`src/rtl/rtc_pkg.sv`:
```
package rtc_pkg;

    typedef struct packed {
        logic [7:0] year;
        logic [7:0] mon;
        logic [7:0] day;
        logic [2:0] wday;
        logic [7:0] hour;
        logic [7:0] min;
        logic [7:0] sec;
    } rtc_time_t;

    localparam rtc_time_t TIME_RST = '{year: 8'h00, mon: 8'h01, day: 8'h01,
                                       wday: 3'd0, hour: 8'h00, min: 8'h00,
                                       sec: 8'h00};

    function automatic logic [7:0] bcd_inc(input logic [7:0] v);
        if (v[3:0] == 4'd9)
            return {v[7:4] + 4'd1, 4'd0};
        else
            return {v[7:4], v[3:0] + 4'd1};
    endfunction

    // value mod 4 equals (2*tens + ones) mod 4
    function automatic logic is_leap(input logic [7:0] y);
        logic [4:0] s;
        s = 5'({y[7:4], 1'b0}) + 5'(y[3:0]);
        return s[1:0] == 2'd0;
    endfunction

    function automatic logic [7:0] last_day(input logic [7:0] mon, input logic leap);
        case (mon)
            8'h02:                      return leap ? 8'h29 : 8'h28;
            8'h04, 8'h06, 8'h09, 8'h11: return 8'h30;
            default:                    return 8'h31;
        endcase
    endfunction

    function automatic rtc_time_t advance(input rtc_time_t t);
        rtc_time_t n;
        n = t;
        if (t.sec != 8'h59) begin
            n.sec = bcd_inc(t.sec);
        end else begin
            n.sec = 8'h00;
            if (t.min != 8'h59) begin
                n.min = bcd_inc(t.min);
            end else begin
                n.min = 8'h00;
                if (t.hour != 8'h23) begin
                    n.hour = bcd_inc(t.hour);
                end else begin
                    n.hour = 8'h00;
                    n.wday = (t.wday >= 3'd6) ? 3'd0 : t.wday + 3'd1;
                    if (t.day != last_day(t.mon, is_leap(t.year))) begin
                        n.day = bcd_inc(t.day);
                    end else begin
                        n.day = 8'h01;
                        if (t.mon != 8'h12) begin
                            n.mon = bcd_inc(t.mon);
                        end else begin
                            n.mon  = 8'h01;
                            n.year = (t.year == 8'h99) ? 8'h00 : bcd_inc(t.year);
                        end
                    end
                end
            end
        end
        return n;
    endfunction

endpackage

```
`src/rtl/rtc_counter.sv`:
```
module rtc_counter
    import rtc_pkg::*;
#(
    parameter int SEL_W = 3
) (
    input  logic             clk,
    input  logic             rst_n,
    input  logic             tick,
    input  logic             sh_we,
    input  logic [SEL_W-1:0] sh_sel,
    input  logic [7:0]       sh_data,
    input  logic             commit,
    output rtc_time_t        now_o
);

    typedef struct packed {
        rtc_time_t now;
        rtc_time_t shadow;
        logic      pend;
    } cnt_st_t;

    cnt_st_t st_d, st_q;

    always_comb begin
        st_d = st_q;
        if (tick) begin
            if (st_q.pend) begin
                st_d.now  = st_q.shadow;
                st_d.pend = 1'b0;
            end else begin
                st_d.now = advance(st_q.now);
            end
        end
        if (sh_we) begin
            case (sh_sel)
                SEL_W'(0): st_d.shadow.sec  = sh_data;
                SEL_W'(1): st_d.shadow.min  = sh_data;
                SEL_W'(2): st_d.shadow.hour = sh_data;
                SEL_W'(3): st_d.shadow.wday = sh_data[2:0];
                SEL_W'(4): st_d.shadow.day  = sh_data;
                SEL_W'(5): st_d.shadow.mon  = sh_data;
                SEL_W'(6): st_d.shadow.year = sh_data;
                default: ;
            endcase
        end
        if (commit) st_d.pend = 1'b1;
    end

    always_ff @(posedge clk or negedge rst_n) begin
        if (!rst_n) begin
            st_q.now    <= TIME_RST;
            st_q.shadow <= TIME_RST;
            st_q.pend   <= 1'b0;
        end else begin
            st_q <= st_d;
        end
    end

    assign now_o = st_q.now;

    AST_HOLD_WITHOUT_TICK: assert property (@(posedge clk) disable iff (!rst_n)
        !tick |=> $stable(st_q.now));

    AST_SEC_WRAP: assert property (@(posedge clk) disable iff (!rst_n)
        (tick && !st_q.pend && st_q.now.sec == 8'h59) |=> st_q.now.sec == 8'h00);

    AST_LOAD_SHADOW: assert property (@(posedge clk) disable iff (!rst_n)
        (tick && st_q.pend) |=> st_q.now == $past(st_q.shadow));

endmodule

```
`src/rtl/rtc_alarm.sv`:
```
module rtc_alarm
    import rtc_pkg::*;
#(
    parameter int SEL_W = 3,
    parameter int NFLD  = 5
) (
    input  logic             clk,
    input  logic             rst_n,
    input  logic             tick,
    input  rtc_time_t        now,
    input  logic             cfg_we,
    input  logic [SEL_W-1:0] cfg_sel,
    input  logic [7:0]       cfg_data,
    output logic [7:0]       cfg_rd,
    output logic             irq
);

    typedef struct packed {
        logic [NFLD-1:0][7:0] ref_val;  // min, hour, day, mon, year
        logic [NFLD-1:0]      mask;
        logic                 tick_q;
        logic                 prev;
        logic                 irq;
    } alm_st_t;

    alm_st_t st_d, st_q;
    logic [NFLD-1:0][7:0] cur;
    logic [NFLD-1:0]      fld_ok;
    logic                 match;

    assign cur = {now.year, now.mon, now.day, now.hour, now.min};

    for (genvar g = 0; g < NFLD; g++) begin : g_cmp
        assign fld_ok[g] = !st_q.mask[g] || (cur[g] == st_q.ref_val[g]);
    end

    assign match = (st_q.mask != '0) && (&fld_ok);

    always_comb begin
        st_d        = st_q;
        st_d.tick_q = tick;
        st_d.irq    = 1'b0;
        if (st_q.tick_q) begin
            st_d.prev = match;
            st_d.irq  = match && !st_q.prev;
        end
        if (cfg_we) begin
            if (int'(cfg_sel) < NFLD)
                st_d.ref_val[cfg_sel] = cfg_data;
            else if (int'(cfg_sel) == NFLD)
                st_d.mask = cfg_data[NFLD-1:0];
        end
    end

    always_comb begin
        if (int'(cfg_sel) < NFLD)
            cfg_rd = st_q.ref_val[cfg_sel];
        else if (int'(cfg_sel) == NFLD)
            cfg_rd = 8'(st_q.mask);
        else
            cfg_rd = 8'h00;
    end

    always_ff @(posedge clk or negedge rst_n) begin
        if (!rst_n) st_q <= '0;
        else        st_q <= st_d;
    end

    assign irq = st_q.irq;

    AST_ALARM_SINGLE: assert property (@(posedge clk) disable iff (!rst_n)
        st_q.irq |=> !st_q.irq);

    AST_ALARM_MASK_OFF: assert property (@(posedge clk) disable iff (!rst_n)
        (st_q.mask == '0) |=> !st_q.irq);

    AST_ALARM_AFTER_TICK: assert property (@(posedge clk) disable iff (!rst_n)
        st_q.irq |-> $past(st_q.tick_q));

endmodule

```
`src/rtl/rtc_timer.sv`:
```
module rtc_timer #(
    parameter int TMR_W = 8
) (
    input  logic       clk,
    input  logic       rst_n,
    input  logic       tick,
    input  logic       reload_we,
    input  logic       ctrl_we,
    input  logic [7:0] wdata,
    output logic [7:0] reload_rd,
    output logic [7:0] ctrl_rd,
    output logic       irq
);

    typedef struct packed {
        logic [TMR_W-1:0] cnt;
        logic [TMR_W-1:0] reload;
        logic             run;
        logic             periodic;
        logic             irq;
    } tmr_st_t;

    tmr_st_t st_d, st_q;

    always_comb begin
        st_d     = st_q;
        st_d.irq = 1'b0;
        if (tick && st_q.run) begin
            if (st_q.cnt <= TMR_W'(1)) begin
                st_d.irq = 1'b1;
                if (st_q.periodic) st_d.cnt = st_q.reload;
                else               st_d.run = 1'b0;
            end else begin
                st_d.cnt = st_q.cnt - TMR_W'(1);
            end
        end
        if (reload_we) st_d.reload = TMR_W'(wdata);
        if (ctrl_we) begin
            st_d.periodic = wdata[1];
            st_d.run      = wdata[0] && (st_d.reload != '0);
            st_d.cnt      = st_d.reload;
        end
    end

    always_ff @(posedge clk or negedge rst_n) begin
        if (!rst_n) st_q <= '0;
        else        st_q <= st_d;
    end

    assign reload_rd = 8'(st_q.reload);
    assign ctrl_rd   = {6'd0, st_q.periodic, st_q.run};
    assign irq       = st_q.irq;

    AST_ONESHOT_STOP: assert property (@(posedge clk) disable iff (!rst_n)
        (tick && st_q.run && !st_q.periodic && st_q.cnt == TMR_W'(1) && !ctrl_we)
        |=> !st_q.run);

    AST_TIMER_ON_TICK: assert property (@(posedge clk) disable iff (!rst_n)
        st_q.irq |-> $past(tick));

endmodule

```
`src/rtl/cal_rtc.sv`:
```
module cal_rtc
    import rtc_pkg::*;
#(
    parameter int ADDR_W = 4,
    parameter int TMR_W  = 8
) (
    input  logic              clk,
    input  logic              rst_n,
    input  logic              tick_1hz,
    input  logic              reg_we,
    input  logic [ADDR_W-1:0] reg_addr,
    input  logic [7:0]        reg_wdata,
    output logic [7:0]        reg_rdata,
    output logic              alarm_irq,
    output logic              timer_irq
);

    localparam int SEL_W     = ADDR_W - 1;
    localparam int A_COMMIT  = 7;
    localparam int A_ALM_LO  = 8;
    localparam int A_RELOAD  = 14;
    localparam int A_CTRL    = 15;

    rtc_time_t        now;
    logic             hi_half;
    logic [SEL_W-1:0] sel;
    logic [7:0]       alm_rd, rld_rd, ctl_rd;
    logic             time_we, commit, alm_we, rld_we, ctl_we;

    assign hi_half = reg_addr[ADDR_W-1];
    assign sel     = reg_addr[SEL_W-1:0];
    assign time_we = reg_we && !hi_half && int'(sel) != A_COMMIT;
    assign commit  = reg_we && int'(reg_addr) == A_COMMIT && reg_wdata[0];
    assign alm_we  = reg_we && hi_half && int'(reg_addr) < A_RELOAD;
    assign rld_we  = reg_we && int'(reg_addr) == A_RELOAD;
    assign ctl_we  = reg_we && int'(reg_addr) == A_CTRL;

    rtc_counter #(.SEL_W(SEL_W)) u_cnt (
        .clk     (clk),
        .rst_n   (rst_n),
        .tick    (tick_1hz),
        .sh_we   (time_we),
        .sh_sel  (sel),
        .sh_data (reg_wdata),
        .commit  (commit),
        .now_o   (now)
    );

    rtc_alarm #(.SEL_W(SEL_W), .NFLD(5)) u_alm (
        .clk      (clk),
        .rst_n    (rst_n),
        .tick     (tick_1hz),
        .now      (now),
        .cfg_we   (alm_we),
        .cfg_sel  (sel),
        .cfg_data (reg_wdata),
        .cfg_rd   (alm_rd),
        .irq      (alarm_irq)
    );

    rtc_timer #(.TMR_W(TMR_W)) u_tmr (
        .clk       (clk),
        .rst_n     (rst_n),
        .tick      (tick_1hz),
        .reload_we (rld_we),
        .ctrl_we   (ctl_we),
        .wdata     (reg_wdata),
        .reload_rd (rld_rd),
        .ctrl_rd   (ctl_rd),
        .irq       (timer_irq)
    );

    always_comb begin
        reg_rdata = 8'h00;
        if (!hi_half) begin
            case (sel)
                SEL_W'(0): reg_rdata = now.sec;
                SEL_W'(1): reg_rdata = now.min;
                SEL_W'(2): reg_rdata = now.hour;
                SEL_W'(3): reg_rdata = {5'd0, now.wday};
                SEL_W'(4): reg_rdata = now.day;
                SEL_W'(5): reg_rdata = now.mon;
                SEL_W'(6): reg_rdata = now.year;
                default:   reg_rdata = 8'h00;
            endcase
        end else if (int'(reg_addr) == A_RELOAD) begin
            reg_rdata = rld_rd;
        end else if (int'(reg_addr) == A_CTRL) begin
            reg_rdata = ctl_rd;
        end else if (int'(reg_addr) >= A_ALM_LO) begin
            reg_rdata = alm_rd;
        end
    end

    AST_WDAY_RANGE: assert property (@(posedge clk) disable iff (!rst_n)
        (tick_1hz && now.wday <= 3'd6 && now.hour == 8'h23 && now.min == 8'h59
         && now.sec == 8'h59 && !commit) |=> now.wday <= 3'd6);

endmodule

```
`config.mk`:
```
export PLATFORM = sky130hd
export DESIGN_NAME = cal_rtc
export DESIGN_NICKNAME = d
export VERILOG_FILES = /design/src/rtl/rtc_pkg.sv /design/src/rtl/rtc_counter.sv /design/src/rtl/rtc_alarm.sv /design/src/rtl/rtc_timer.sv /design/src/rtl/cal_rtc.sv
export SDC_FILE = /design/constraint.sdc
export NUM_CORES = 1
export LEC_CHECK = 0
export ABC_AREA = 1
export BUFFER_PORTS_ARGS = -buffer_cell sky130_fd_sc_hd__buf_2
export CELL_PAD_IN_SITES_DETAIL_PLACEMENT = 1
export CELL_PAD_IN_SITES_GLOBAL_PLACEMENT = 2
export CORE_MARGIN = 5
export CORE_UTILIZATION = 41
export CTS_CLUSTER_DIAMETER = 30
export DETAILED_ROUTE_END_ITERATION = 12
export PLACE_DENSITY_LB_ADDON = 0.1
export SLEW_MARGIN = 20
export SYNTH_ARGS = -nofsm -noshare
export SYNTH_HDL_FRONTEND = slang
export SYNTH_SLANG_ARGS = --single-unit
```
`constraint.sdc`:
```
create_clock -name clk -period 5.9 [get_ports clk]
set_clock_uncertainty 0.05 [all_clocks]
set_input_delay 0.59 -clock clk [delete_from_list [all_inputs] [get_ports clk]]
set_output_delay 0.59 -clock clk [all_outputs]
set_load 0.02 [all_outputs]
```
==> results.toml <==
[grt]
grt_max_degree = 77
antenna_found_initial = 3
track_usage = 0.264
grt_pass1_wl_um = 52700
grt_overflow = 0
grt_pass1_vias = 8672

[clocking]
clock-sinks = 170
post-cts-setup-buffers = 0
h-tree-depth = 4
worstSkewPairLatency_ns = 0.44
ctsResizeCount = 0
numCtsBuffers = 17
cts_hold_buffers = 0
clockBufferDepth = 2
cts-root-buf = "clkbuf_16"
clkTransAtPathRegs_ns = 0.07
cts_tree = "done"

[synth]
syn-num-nets = 1242
synthCells = 1201
synth_commonest_cells = "nand2_1, dfrtp_1, o21ai_0"
seq_area_frac_synth = 0.451
synth_edf_count = 0
yosysUniqueCellTypes = 52
async_reset_ff_frac = 1.00
synth.most_common_cell = "nand2_1"
ys_top_cells_by_area = "dfrtp_1, nand2_1, o21ai_0"
synth_seq_cells = 170
synth_area_um2 = 9440
synth.avg_cell_area_um2 = 7.86
synth_top_cell_by_area = "dfrtp_1"
synth_top_area_share = 0.440
synth_ff_type = "dfrtp_1"
ys_warn_count = 0

[routing]
drt-total-wl_um = 33900
drtIter0Drc = 698
postRouteAntennaNets = 0
drt-pass1-iter-count = 5
drc_errors = 0
wl_per_cell_um = 22.4
dr_total_vias = 8535
routed_via_density = 5.65

[placed_design]
dp_hpwl_um = 24700
io_buffers = 25
place_congestion = 0.976
placed_area_um2 = 9790

[power]
p_clk_frac = 0.303
power_mw = 3.57
p_per_area_nw_per_um2 = 345
vdd_drop_max_mv = 0.166
sw_frac_of_total = 0.366
p_int_mw = 2.26
pwr-share-seq = 0.464
p_leak_nw = 4.82
p_comb_frac = 0.233
netSwitchingPower_mw = 1.31

[die]
chipHeight_um = 162
io_pins = 26
rows = 55
initial_core_util = 0.417
coreArea_um2 = 22600
die_w_um = 162
dieArea_um2 = 26200

[worst_setup_path]
crit_path_start_kind = "input pin"
cp_data_required_time_ns = 5.26
worstPathArrival_ns = 2.53
worst-setup-path-type = "input pin to output port"
endpoint_kind = "output port"
crit_fanout = 12

[outcome]
status = "complete, no violations"

[sta]
worstMarginPinSlew_ns = 0.953
max-slew-margin-rel = 0.362
fin_crit_ns = 3.17
setup_viol = 0
rsz0062_at_grt = "false"
slew_viol_final = 0
post-route-period-util = 0.537
tns_ns = 0
fmax_mhz = 316
finalHoldViolCount = 0

[cells_and_area]
area_growth_pct = 9.50
fin_area_um2 = 10300
postLayoutCoreUtil = 0.457
layout-drive-gt1-share = 0.0947
nNetsFinal = 1253

[hold_path]
hp-class = "input pin to asynchronous set/reset pin"

[job]
cap_violations = 0
-- cell families (layout without fill, tap and decap cells) --
logic type	count (synthesis)	count (layout)	synth area share
adder cells (fa/ha/maj)	25	25	0.0331
AND/OR/NAND/NOR	503	503	0.231
buffers and inverters	168	192	0.0697
multiplexers	3	3	0.00358
AO/OA/AOI/OAI	286	286	0.169
other	0	1	0
flip-flops	170	170	0.451
XOR/XNOR	46	46	0.0427
-- cells in the final DEF (no fill, tap or decap), types with 3 or more instances in the layout --
| cell | netlist | final |
|---|---|---|
| o21ai_0 | 164 | 164 |
| nand2_1 | 322 | 322 |
| inv_1 | 111 | 111 |
| clkinvlp_4 | 0 | 4 |
| a21oi_1 | 37 | 37 |
| a22oi_1 | 10 | 10 |
| o31ai_1 | 6 | 6 |
| inv_2 | 19 | 19 |
| o2111ai_1 | 4 | 4 |
| xor2_1 | 22 | 22 |
| dfrtp_1 | 166 | 165 |
| nor2_4 | 4 | 4 |
| clkbuf_16 | 0 | 17 |
| o211ai_1 | 3 | 3 |
| o21ai_1 | 16 | 16 |
| nor2_1 | 72 | 72 |
| nand2_2 | 5 | 5 |
| nand4_1 | 17 | 17 |
| nor2_2 | 6 | 6 |
| inv_6 | 0 | 4 |
| nand3_1 | 51 | 51 |
| buf_4 | 4 | 3 |
| dfstp_2 | 4 | 4 |
| o221ai_1 | 4 | 4 |
| xnor2_1 | 24 | 24 |
| o22ai_1 | 22 | 22 |
| nor3_1 | 8 | 8 |
| nor4_1 | 4 | 4 |
| nand3_4 | 3 | 3 |
| a211oi_1 | 4 | 4 |
| buf_2 | 2 | 24 |
| a31oi_1 | 5 | 5 |
| or2_2 | 4 | 4 |
| nand2_4 | 3 | 3 |
| ha_1 | 25 | 25 |
-- layer usage --
layer / up-vias / global-route usage / wire (µm)
met5: - / 0 / 26
met3: 39 / 0.0429 / 1890
met1: 4311 / 0.379 / 15800
li1: 3997 / - / -
met2: 184 / 0.426 / 15500
met4: 4 / 0.0550 / 578
-- flip-flops by register name, summed over array words and instances, names as in the netlist --
signal and cells:
u_alm.irq 1, u_alm.st_q 47, u_cnt.now_o 51, u_cnt.st_q 52, u_tmr.ctrl_rd 2, u_tmr.irq 1
u_tmr.reload_rd 8, u_tmr.st_q 8
-- final timing paths --
kind                               start         endpoint  slack, ns  cells past startpoint
max                          reg_addr[3]     reg_rdata[2]       2.73                      8
min                                rst_n    u_cnt.st_q[9]       0.13                      1
max reg2reg                u_cnt.st_q[0]  u_cnt.now_o[47]       3.11                      8
min reg2reg                u_alm.st_q[1]        u_alm.irq       0.37                      1
max in group asynchronous          rst_n    u_cnt.st_q[0]       4.48                      2
min in group clk                tick_1hz    u_alm.st_q[2]       0.31                      1
-- area by class of cell --
type	count	area, µm²
clock buffers	19	433
well taps	285	357
inverters	132	498
clock inverters	13	110
flip-flops and latches	170	4260
multi-input cells	863	4530
repair buffers	28	154
diodes	1	2.50
fillers	2846	12300
-- power groups by stage --
| stage | clock network (mW) | registers, mW | logic (mW) |
|---|---|---|---|
| after global routing | 1.15 | 1.69 | 0.945 |
| final | 1.08 | 1.66 | 0.831 |
| after CTS | 1.10 | 1.65 | 0.833 |
| after floorplan | 0 | 1.58 | 0.579 |
| after global placement | 0 | 1.67 | 0.804 |
| after detailed placement | 0 | 1.67 | 0.828 |
-- per-stage QoR --
step	worst slack, ns	hold WS [ns]	instances
2_1_floorplan	3.47	0.244	1201
3_3_place_gp	2.85	0.363	1478
3_5_place_dp	2.81	0.368	1478
4_1_cts	2.80	0.169	1510
5_1_grt	2.59	0.194	1510
6_report	2.73	0.133	1511
-- critical path: stages --
cell and delay, ns:
buf_2 0.23, clkinv_1 0.29, nor3_1 0.53, inv_1 0.18, nor2_1 0.14, o21ai_0 0.10
o21ai_0 0.21, buf_2 0.25
No activity file was read; power rests on OpenSTA's default activity.
